[src/rtl/irq_hub_pkg.sv]
package irq_hub_pkg;
  localparam int unsigned SRC_N = 7;

  typedef enum logic {
    SEL_ENABLE  = 1'b0,
    SEL_REQUEST = 1'b1
  } reg_sel_e;

  localparam int unsigned B_CARD   = 6;
  localparam int unsigned B_TIMER  = 5;
  localparam int unsigned B_TX     = 4;
  localparam int unsigned B_RX     = 3;
  localparam int unsigned B_IDLE   = 2;
  localparam int unsigned B_FIFOHI = 1;
  localparam int unsigned B_FIFOLO = 0;

  localparam logic [SRC_N-1:0] REQ_RESET = 7'((1 << B_IDLE) | (1 << B_FIFOLO));
endpackage

[src/rtl/irq_mask_reg.sv]
module irq_mask_reg #(
  parameter int unsigned  W         = 7,
  parameter bit           ALLOW_SET = 1'b1,
  parameter logic [W-1:0] RST_VAL   = '0
) (
  input  logic         clk,
  input  logic         rst,
  input  logic         wr,
  input  logic [W:0]   wdat,
  input  logic [W-1:0] hw_set,
  output logic [W-1:0] q,
  output logic [W-1:0] q_next
);
  logic         mode_set;
  logic [W-1:0] mask;
  logic [W-1:0] host_set;
  logic [W-1:0] host_clr;

  assign mode_set = wdat[W];
  assign mask     = wdat[W-1:0];
  assign host_clr = (wr && !mode_set) ? mask : '0;

  generate
    if (ALLOW_SET) begin : g_set
      assign host_set = (wr && mode_set) ? mask : '0;
    end else begin : g_noset
      assign host_set = '0;
    end
  endgenerate

  // Hardware and host sets take priority over host clears.
  assign q_next = (q & ~host_clr) | host_set | hw_set;

  always_ff @(posedge clk) begin
    if (rst) q <= RST_VAL;
    else     q <= q_next;
  end

  AST_HOLD_IDLE: assert property (@(posedge clk) disable iff (rst)
    (!wr && hw_set == '0) |=> $stable(q));
  AST_SET_WINS: assert property (@(posedge clk) disable iff (rst)
    (hw_set != '0) |=> ((q & $past(hw_set)) == $past(hw_set)));
  AST_CLEAR_MASK: assert property (@(posedge clk) disable iff (rst)
    (wr && !wdat[W] && hw_set == '0) |=> ((q & $past(wdat[W-1:0])) == '0));
  generate
    if (!ALLOW_SET) begin : g_chk_noset
      AST_NO_HOST_SET: assert property (@(posedge clk) disable iff (rst)
        (wr && wdat[W] && hw_set == '0) |=> $stable(q));
    end
  endgenerate
endmodule

[src/rtl/irq_pin_drv.sv]
module irq_pin_drv #(
  parameter int unsigned W = 7
) (
  input  logic         clk,
  input  logic         rst,
  input  logic [W-1:0] req_next,
  input  logic [W-1:0] en_next,
  input  logic         invert,
  output logic         any_q,
  output logic         pin_q
);
  logic active;
  assign active = |(req_next & en_next);

  always_ff @(posedge clk) begin
    if (rst) begin
      any_q <= |irq_hub_pkg::REQ_RESET;
      pin_q <= invert;
    end else begin
      any_q <= |req_next;
      pin_q <= active ^ invert;
    end
  end
endmodule

[src/rtl/irq_hub.sv]
module irq_hub #(
  parameter int unsigned SRC_N = irq_hub_pkg::SRC_N
) (
  input  logic             clk,
  input  logic             rst,
  input  logic             wr_en,
  input  logic             wr_sel,
  input  logic [SRC_N:0]   wr_data,
  input  logic [SRC_N-1:0] evt_set,
  input  logic             pin_invert,
  output logic [SRC_N:0]   en_q,
  output logic [SRC_N:0]   req_q,
  output logic             any_req,
  output logic             irq_pin
);
  import irq_hub_pkg::*;

  logic             wr_en_reg;
  logic             wr_req_reg;
  logic [SRC_N-1:0] en_r, en_n;
  logic [SRC_N-1:0] req_r, req_n;

  assign wr_en_reg  = wr_en && (wr_sel == SEL_ENABLE);
  assign wr_req_reg = wr_en && (wr_sel == SEL_REQUEST);

  irq_mask_reg #(.W(SRC_N), .ALLOW_SET(1'b1), .RST_VAL('0)) u_en (
    .clk(clk), .rst(rst), .wr(wr_en_reg), .wdat(wr_data),
    .hw_set('0), .q(en_r), .q_next(en_n)
  );

  irq_mask_reg #(.W(SRC_N), .ALLOW_SET(1'b0), .RST_VAL(SRC_N'(REQ_RESET))) u_req (
    .clk(clk), .rst(rst), .wr(wr_req_reg), .wdat(wr_data),
    .hw_set(evt_set), .q(req_r), .q_next(req_n)
  );

  irq_pin_drv #(.W(SRC_N)) u_pin (
    .clk(clk), .rst(rst), .req_next(req_n), .en_next(en_n),
    .invert(pin_invert), .any_q(any_req), .pin_q(irq_pin)
  );

  assign en_q  = {1'b0, en_r};
  assign req_q = {1'b0, req_r};

  AST_STATUS_ANY: assert property (@(posedge clk) disable iff (rst)
    any_req == (req_q != '0));
  AST_PIN_LEVEL: assert property (@(posedge clk) disable iff (rst)
    irq_pin == ($past(pin_invert) ^ (|(req_q & en_q))));
  AST_EVENT_SETS: assert property (@(posedge clk) disable iff (rst)
    (evt_set != '0) |=> ((req_q[SRC_N-1:0] & $past(evt_set)) == $past(evt_set)));
endmodule

[config.mk]
export PLATFORM = sky130hd
export DESIGN_NAME = irq_hub
export DESIGN_NICKNAME = d
export VERILOG_FILES = /design/src/rtl/irq_hub_pkg.sv /design/src/rtl/irq_mask_reg.sv /design/src/rtl/irq_pin_drv.sv /design/src/rtl/irq_hub.sv
export SDC_FILE = /design/constraint.sdc
export NUM_CORES = 1
export LEC_CHECK = 0
export ABC_AREA = 1
export BUFFER_PORTS_ARGS = -buffer_cell sky130_fd_sc_hd__buf_2
export CORE_MARGIN = 5
export CORE_UTILIZATION = 42
export DETAILED_ROUTE_END_ITERATION = 8
export PLACE_DENSITY = 0.72
export SLEW_MARGIN = 10
export SYNTH_ARGS = -nofsm -noshare
export SYNTH_HDL_FRONTEND = slang
export SYNTH_HIERARCHICAL = 1
export SYNTH_SLANG_ARGS = --single-unit
[constraint.sdc]
create_clock -name clk -period 1.15 [get_ports clk]
set_input_delay 0.0575 -clock clk [delete_from_list [all_inputs] [get_ports clk]]
set_output_delay 0.0575 -clock clk [all_outputs]
set_load 0.02 [all_outputs]
==> flow_summary.toml, run 1 <==
[timing]
setup_ws_ns = 0.08765
setup_viol = 0
finalHoldViolations = 0
finalCritPeriodShare_pct = 92.38
min_period_ns = 1.062
rsz0062_at_grt = "no"
slew_viol_final = 0
skew_ns = 0.001263
fmax_ghz = 0.9413

[placed_design]
hpwlAfterDp_microns = 1790
post_dp_cell_area_sq_um = 1115
place_ws_ns = -0.02948
io_buffers = 35
place_congestion = 0.7922
post-place-cells = 214

[run_status]
status = "finished, final reports clean"

[power]
finalPower_mw = 1.297
power_density_nw_per_um2 = 1091
vdd_drop_max_v = 0.0007891
p_leak_nw = 0.6947

[floorplan]
die_h_microns = 55.37
start_util_pct = 44.07
num_io_pins = 38
die_area_sq_um = 3066
die_w_microns = 55.37
core_sq_um = 1962
placementRows = 16

[setup_path]
r2r_cells = 8
start_kind = "primary input"
worst-endpoint-required_ns = 1.34
crit_arrival_ns = 1.25
crit_fanout = 2
critPathKind = "primary input to flip-flop"
end_kind = "flip-flop"
r2r_slack_ns = 0.14

[final_layout]
diodes = 0
drive_gt1_share_pct = 29.90
fill_cells = 214
multi_input_area_sq_um = 436.7
finalNetCount = 215
area_growth_pct = 37.48
fin_cells = 221
design_area_sq_um = 1189
area.sequential_sq_um = 320.3

[global_route]
grt_pass1_vias = 966
grt_max_degree = 15
grt_util_all_layers_pct = 15.44
antenna_found_initial = 0
grt_overflow_total = 0
grt_first_pass_wirelength_microns = 3960

[cts]
root_buffer = "clkbuf_4"
numCtsBuffers = 3
cts_tree = "built"
clockBufferDepth = 2
htreeDepth = 1
clock-sinks = 16
clk_pin_slew_ns = 0.10
postCtsSetupRepairBufs = 0
insertion_delay_ns = 0.29

[drt]
detail_route.iter0.violations = 26
routed.top_layer = "met4"
antenna_left = 0
wl_per_cell_microns = 10.18
wl_met1_microns = 981
met3_length_microns = 155
vias_per_cell = 4.457
met2WireLength_microns = 1105
finalWirelength_microns = 2250
firstDrtPassIters = 4
drc = 0
dr_total_vias = 985

[job]
maxCapViolations = 0

[min_path]
whs_path_depth = 3
hp-class = "primary input to flip-flop"

[yosys]
netlist_instances = 142
ys_seq_area_share_pct = 37.05
ys_types = 13
yosys_register_bits = 16
syn_area_per_cell_sq_um = 6.089
yosysWarnings = 6
netlist_area_sq_um = 864.6
[timing repair]
action / in CTS / in global routing
hold buffers: 3 / 0
resized for setup: 0 / 5
endpoints found under the setup margin: 0 / 1
hold endpoints to repair: 3 / 0
[flip-flops by register name, indices dropped and copies added, names as in the netlist]
name / count
u_en/q: 7
u_req/q: 7
u_pin/any_q: 1
u_pin/pin_q: 1
[power breakdown]
part	internal, mW	leakage [nW]	total (mW)	switching [mW]
Sequential	0.589	0.133	0.605	0.0154
Combinational	0.119	0.540	0.317	0.198
Clock	0.193	0.0210	0.375	0.182
[worst max-delay path: stages]
cell	delay, ns
dlygate4sd3_1	0.53
buf_2	0.12
inv_2	0.06
nand2_2	0.05
nand2_1	0.08
nand2_1	0.06
nor2_1	0.08
nand2_1	0.07
nand3_1	0.08
nand2_1	0.05
[layout by cell type, fill, tap and decap left out, types with 2 or more instances in the layout]
master and n:
buf_2 35, inv_1 19, nand3_1 25, nor2_1 2, conb_1 9, a21oi_1 12
dfxtp_1 16, inv_2 10, buf_4 6, clkbuf_4 3, nand2_2 2, dlygate4sd3_1 2
nand2_1 48
[synthesized netlist by cell type]
cell type / instances / area, sq um
a21oi_1: 12 / 60.06
buf_4: 3 / 22.52
buf_6: 1 / 11.26
conb_1: 1 / 3.750
dfxtp_1: 16 / 320.3
inv_1: 21 / 78.83
inv_2: 8 / 30.03
nand2_1: 50 / 187.7
nand3_1: 25 / 125.1
nor2_1: 2 / 7.510
nor2_2: 1 / 6.260
nor3_1: 1 / 5.000
nor4_1: 1 / 6.260
[logic make-up (layout without fill, tap and decap cells)]
family	after synthesis	in the layout	share of synthesized area (%)
AO/OA/AOI/OAI	12	12	6.947
buffers and inverters	33	77	16.50
flip-flops	16	16	37.05
other	1	9	0.4337
AND/OR/NAND/NOR	80	80	39.07
[routing by layer]
layer / vias to the layer above / global-route usage, %
li1: 527 / -
met1: 431 / 18.08
met2: 25 / 26.52
met3: 2 / 3.963
met4: 0 / 6.250
met5: - / 0
[metrics by stage]
| stage | setup TNS [ns] | utilization (%) | hold WS, ns |
|---|---|---|---|
| detailed placement | -0.02948 | 56.82 | 0.2711 |
| finish | 0 | 60.59 | 0.02284 |
| global route | 0 | 60.59 | 0.02284 |
| CTS | 0 | 60.20 | 0.01630 |
| global placement | -0.03798 | 56.82 | 0.2646 |
| floorplan | 0 | - | 0.1266 |
[cell type report]
cell class | instances | area share [%]
clock buffer | 4 | 3.053
inverter | 29 | 9.158
multi-input combinational | 101 | 36.74
sequential | 16 | 26.95
tap | 27 | 2.842
timing repair buffer | 44 | 21.26
[path summary, 6_finish.rpt]
path              startpoint           to
setup / recovery  evt_set[0]  u_pin/pin_q
hold / removal    evt_set[6]   u_req/q[6]
setup reg to reg  u_req/q[2]  u_pin/pin_q
hold reg to reg   u_req/q[6]   u_req/q[6]
Power figures use the tool's default switching activity.
==> run 2: changes to the inputs <==
--- a/config.mk
+++ b/config.mk
@@ -10,6 +10,7 @@
 export CORE_MARGIN = 5
 export CORE_UTILIZATION = 42
 export DETAILED_ROUTE_END_ITERATION = 8
+export GPL_TIMING_DRIVEN = 0
 export PLACE_DENSITY = 0.72
 export SLEW_MARGIN = 10
 export SYNTH_ARGS = -nofsm -noshare
==> run 2 against run 1 <==
Compared with the run above:
- clock skew increased by 0.0025 ns
- fmax is 2.4% higher
- critical path depth unchanged
- critical endpoint unchanged
- highest routed layer unchanged
==> flow_summary.toml, run 2 (synthesized netlist as in run 1, its figures left out) <==
[setup_path]
r2r_slack_ns = 0.17
crit_top_cell = "nand2_1"
cp_slowest_cell = "dlygate4sd3_1"
max_stage_delay_ns = 0.52
crit_fanout = 2
worst_path_dominant_cell_family = "buffers and inverters"
end_kind = "flip-flop"
critPathKind = "primary input to flip-flop"
start_kind = "primary input"
crit_arrival_ns = 1.22
crit_buf_inv = 3
worst-endpoint-required_ns = 1.33
path_cells = "dlygate4sd3_1, buf_2, inv_1, nand2_1, nand2_1, nand2_1, nor2_1, nand2_1, nand3_1, nand2_1"

[timing]
finalHoldViolations = 0
slew_viol_final = 0
finalCritPeriodShare_pct = 90.21
min_period_ns = 1.037
fmax_ghz = 0.9640
worst_hold_slack_ns = 0.03323
rsz0062_at_grt = "yes"
setup_viol = 0
skew_ns = 0.003713

[final_layout]
diodes = 0
most-common-layout-cells = "49 x nand2_1, 35 x buf_2, 25 x nand3_1"
area_growth_pct = 34.01
drive_gt1_share_pct = 27.75
largestRegisters = "u_en/q: 7 flops, u_req/q: 7 flops"
fill_cells = 215
final_common_cell = "nand2_1"
finalNetCount = 213

[drt]
wl_per_cell_microns = 10.00
routed.top_layer = "met4"
detail_route.iter0.violations = 14
wl_met1_microns = 976
finalWirelength_microns = 2181
drc = 0
dr_total_vias = 974
vias_per_cell = 4.468
firstDrtPassIters = 4
antenna_left = 0
met2WireLength_microns = 1022
met3_length_microns = 168

[global_route]
grt_first_pass_wirelength_microns = 3781
grt_max_degree = 15
grt_overflow_total = 0
grt_util_all_layers_pct = 14.51
grt_pass1_vias = 893
antenna_found_initial = 0

[cts]
root_buffer = "clkbuf_4"
htreeDepth = 1
insertion_delay_ns = 0.28
clockBufferDepth = 2
numCtsBuffers = 3
cts_tree = "built"
clk_pin_slew_ns = 0.09
clock-sinks = 16
postCtsSetupRepairBufs = 0

[power]
power_density_nw_per_um2 = 1038
finalPower_mw = 1.202
p_leak_nw = 0.6706
vdd_drop_max_v = 0.0005983

[placed_design]
io_buffers = 35
place_congestion = 0.7769
hpwlAfterDp_microns = 1714

[job]
maxCapViolations = 0

[floorplan]
placementRows = 16
die_h_microns = 55.37
die_w_microns = 55.37
die_area_sq_um = 3066
num_io_pins = 38
core_sq_um = 1962
start_util_pct = 44.07

[run_status]
status = "finished, final reports clean"

[min_path]
hp-class = "primary input to flip-flop"
==> run 2: cell count changes in the layout (fill, tap and decap cells not counted) <==
cell,previous run,this run
buf_4,6,3
buf_6,0,1
clkbuf_8,1,0
dlygate4sd3_1,2,3
dlymetal6s4s_1,1,0
inv_1,19,20
inv_2,10,9
nand2_1,48,49
nand2_2,2,1
==> run 2: metal layers <==
layer | up-vias | global-route usage, %
li1 | 527 | -
met1 | 416 | 17.61
met2 | 29 | 25.51
met3 | 2 | 3.730
met4 | 0 | 3.125
met5 | - | 0
==> run 2: area by class of cell <==
cell class                      instances  area (sq um)  area share (%)
Multi-Input combinational cell        101         434.2           37.47
Sequential cell                        16         320.3           27.65
Timing Repair Buffer                   38         205.2           17.71
Inverter                               29         108.9           9.395
Buffer                                  4         33.78           2.916
Tap cell                               27         33.78           2.916
Clock buffer                            3         22.52           1.944
==> run 2: path summary, 6_finish.rpt <==
path / from / end / depth (start not counted)
max: evt_set[0] / u_pin/pin_q / 10
min: evt_set[6] / u_req/q[6] / 3
max reg2reg: u_req/q[3] / u_pin/pin_q / 8
min reg2reg: u_req/q[1] / u_req/q[1] / 2
==> run 2: power breakdown <==
part	switching (mW)	leakage, nW	total [mW]	internal, mW
combinational	0.196	0.523	0.312	0.116
clock	0.165	0.0138	0.286	0.121
sequential	0.0149	0.133	0.604	0.589
==> run 2: per-stage QoR <==
step | util [%] | TNS (ns) | instances | setup WS (ns) | cell area, sq um
floorplan | - | 0 | 150 | 0.1228 | 894.6
global placement | 56.25 | -0.1548 | 212 | -0.1239 | 1104
detailed placement | 56.25 | -0.1950 | 212 | -0.1703 | 1104
CTS | 58.93 | 0 | 218 | 0.1106 | 1156
global route | 59.06 | -0.01668 | 218 | -0.01668 | 1159
finish | 59.06 | 0 | 218 | 0.1126 | 1159
==> run 2: repair_timing <==
item,in CTS,in global routing
endpoints found under the hold margin,3,0
hold buffers,3,0
gates resized for setup,0,2
setup endpoints to repair,0,2
==> run 2: worst min-delay path, delay by kind of cell <==
kind / cells / cell delay (ns)
buffers and inverters: 2 / 0.14
AOI/OAI and AO/OA: 1 / 0.06
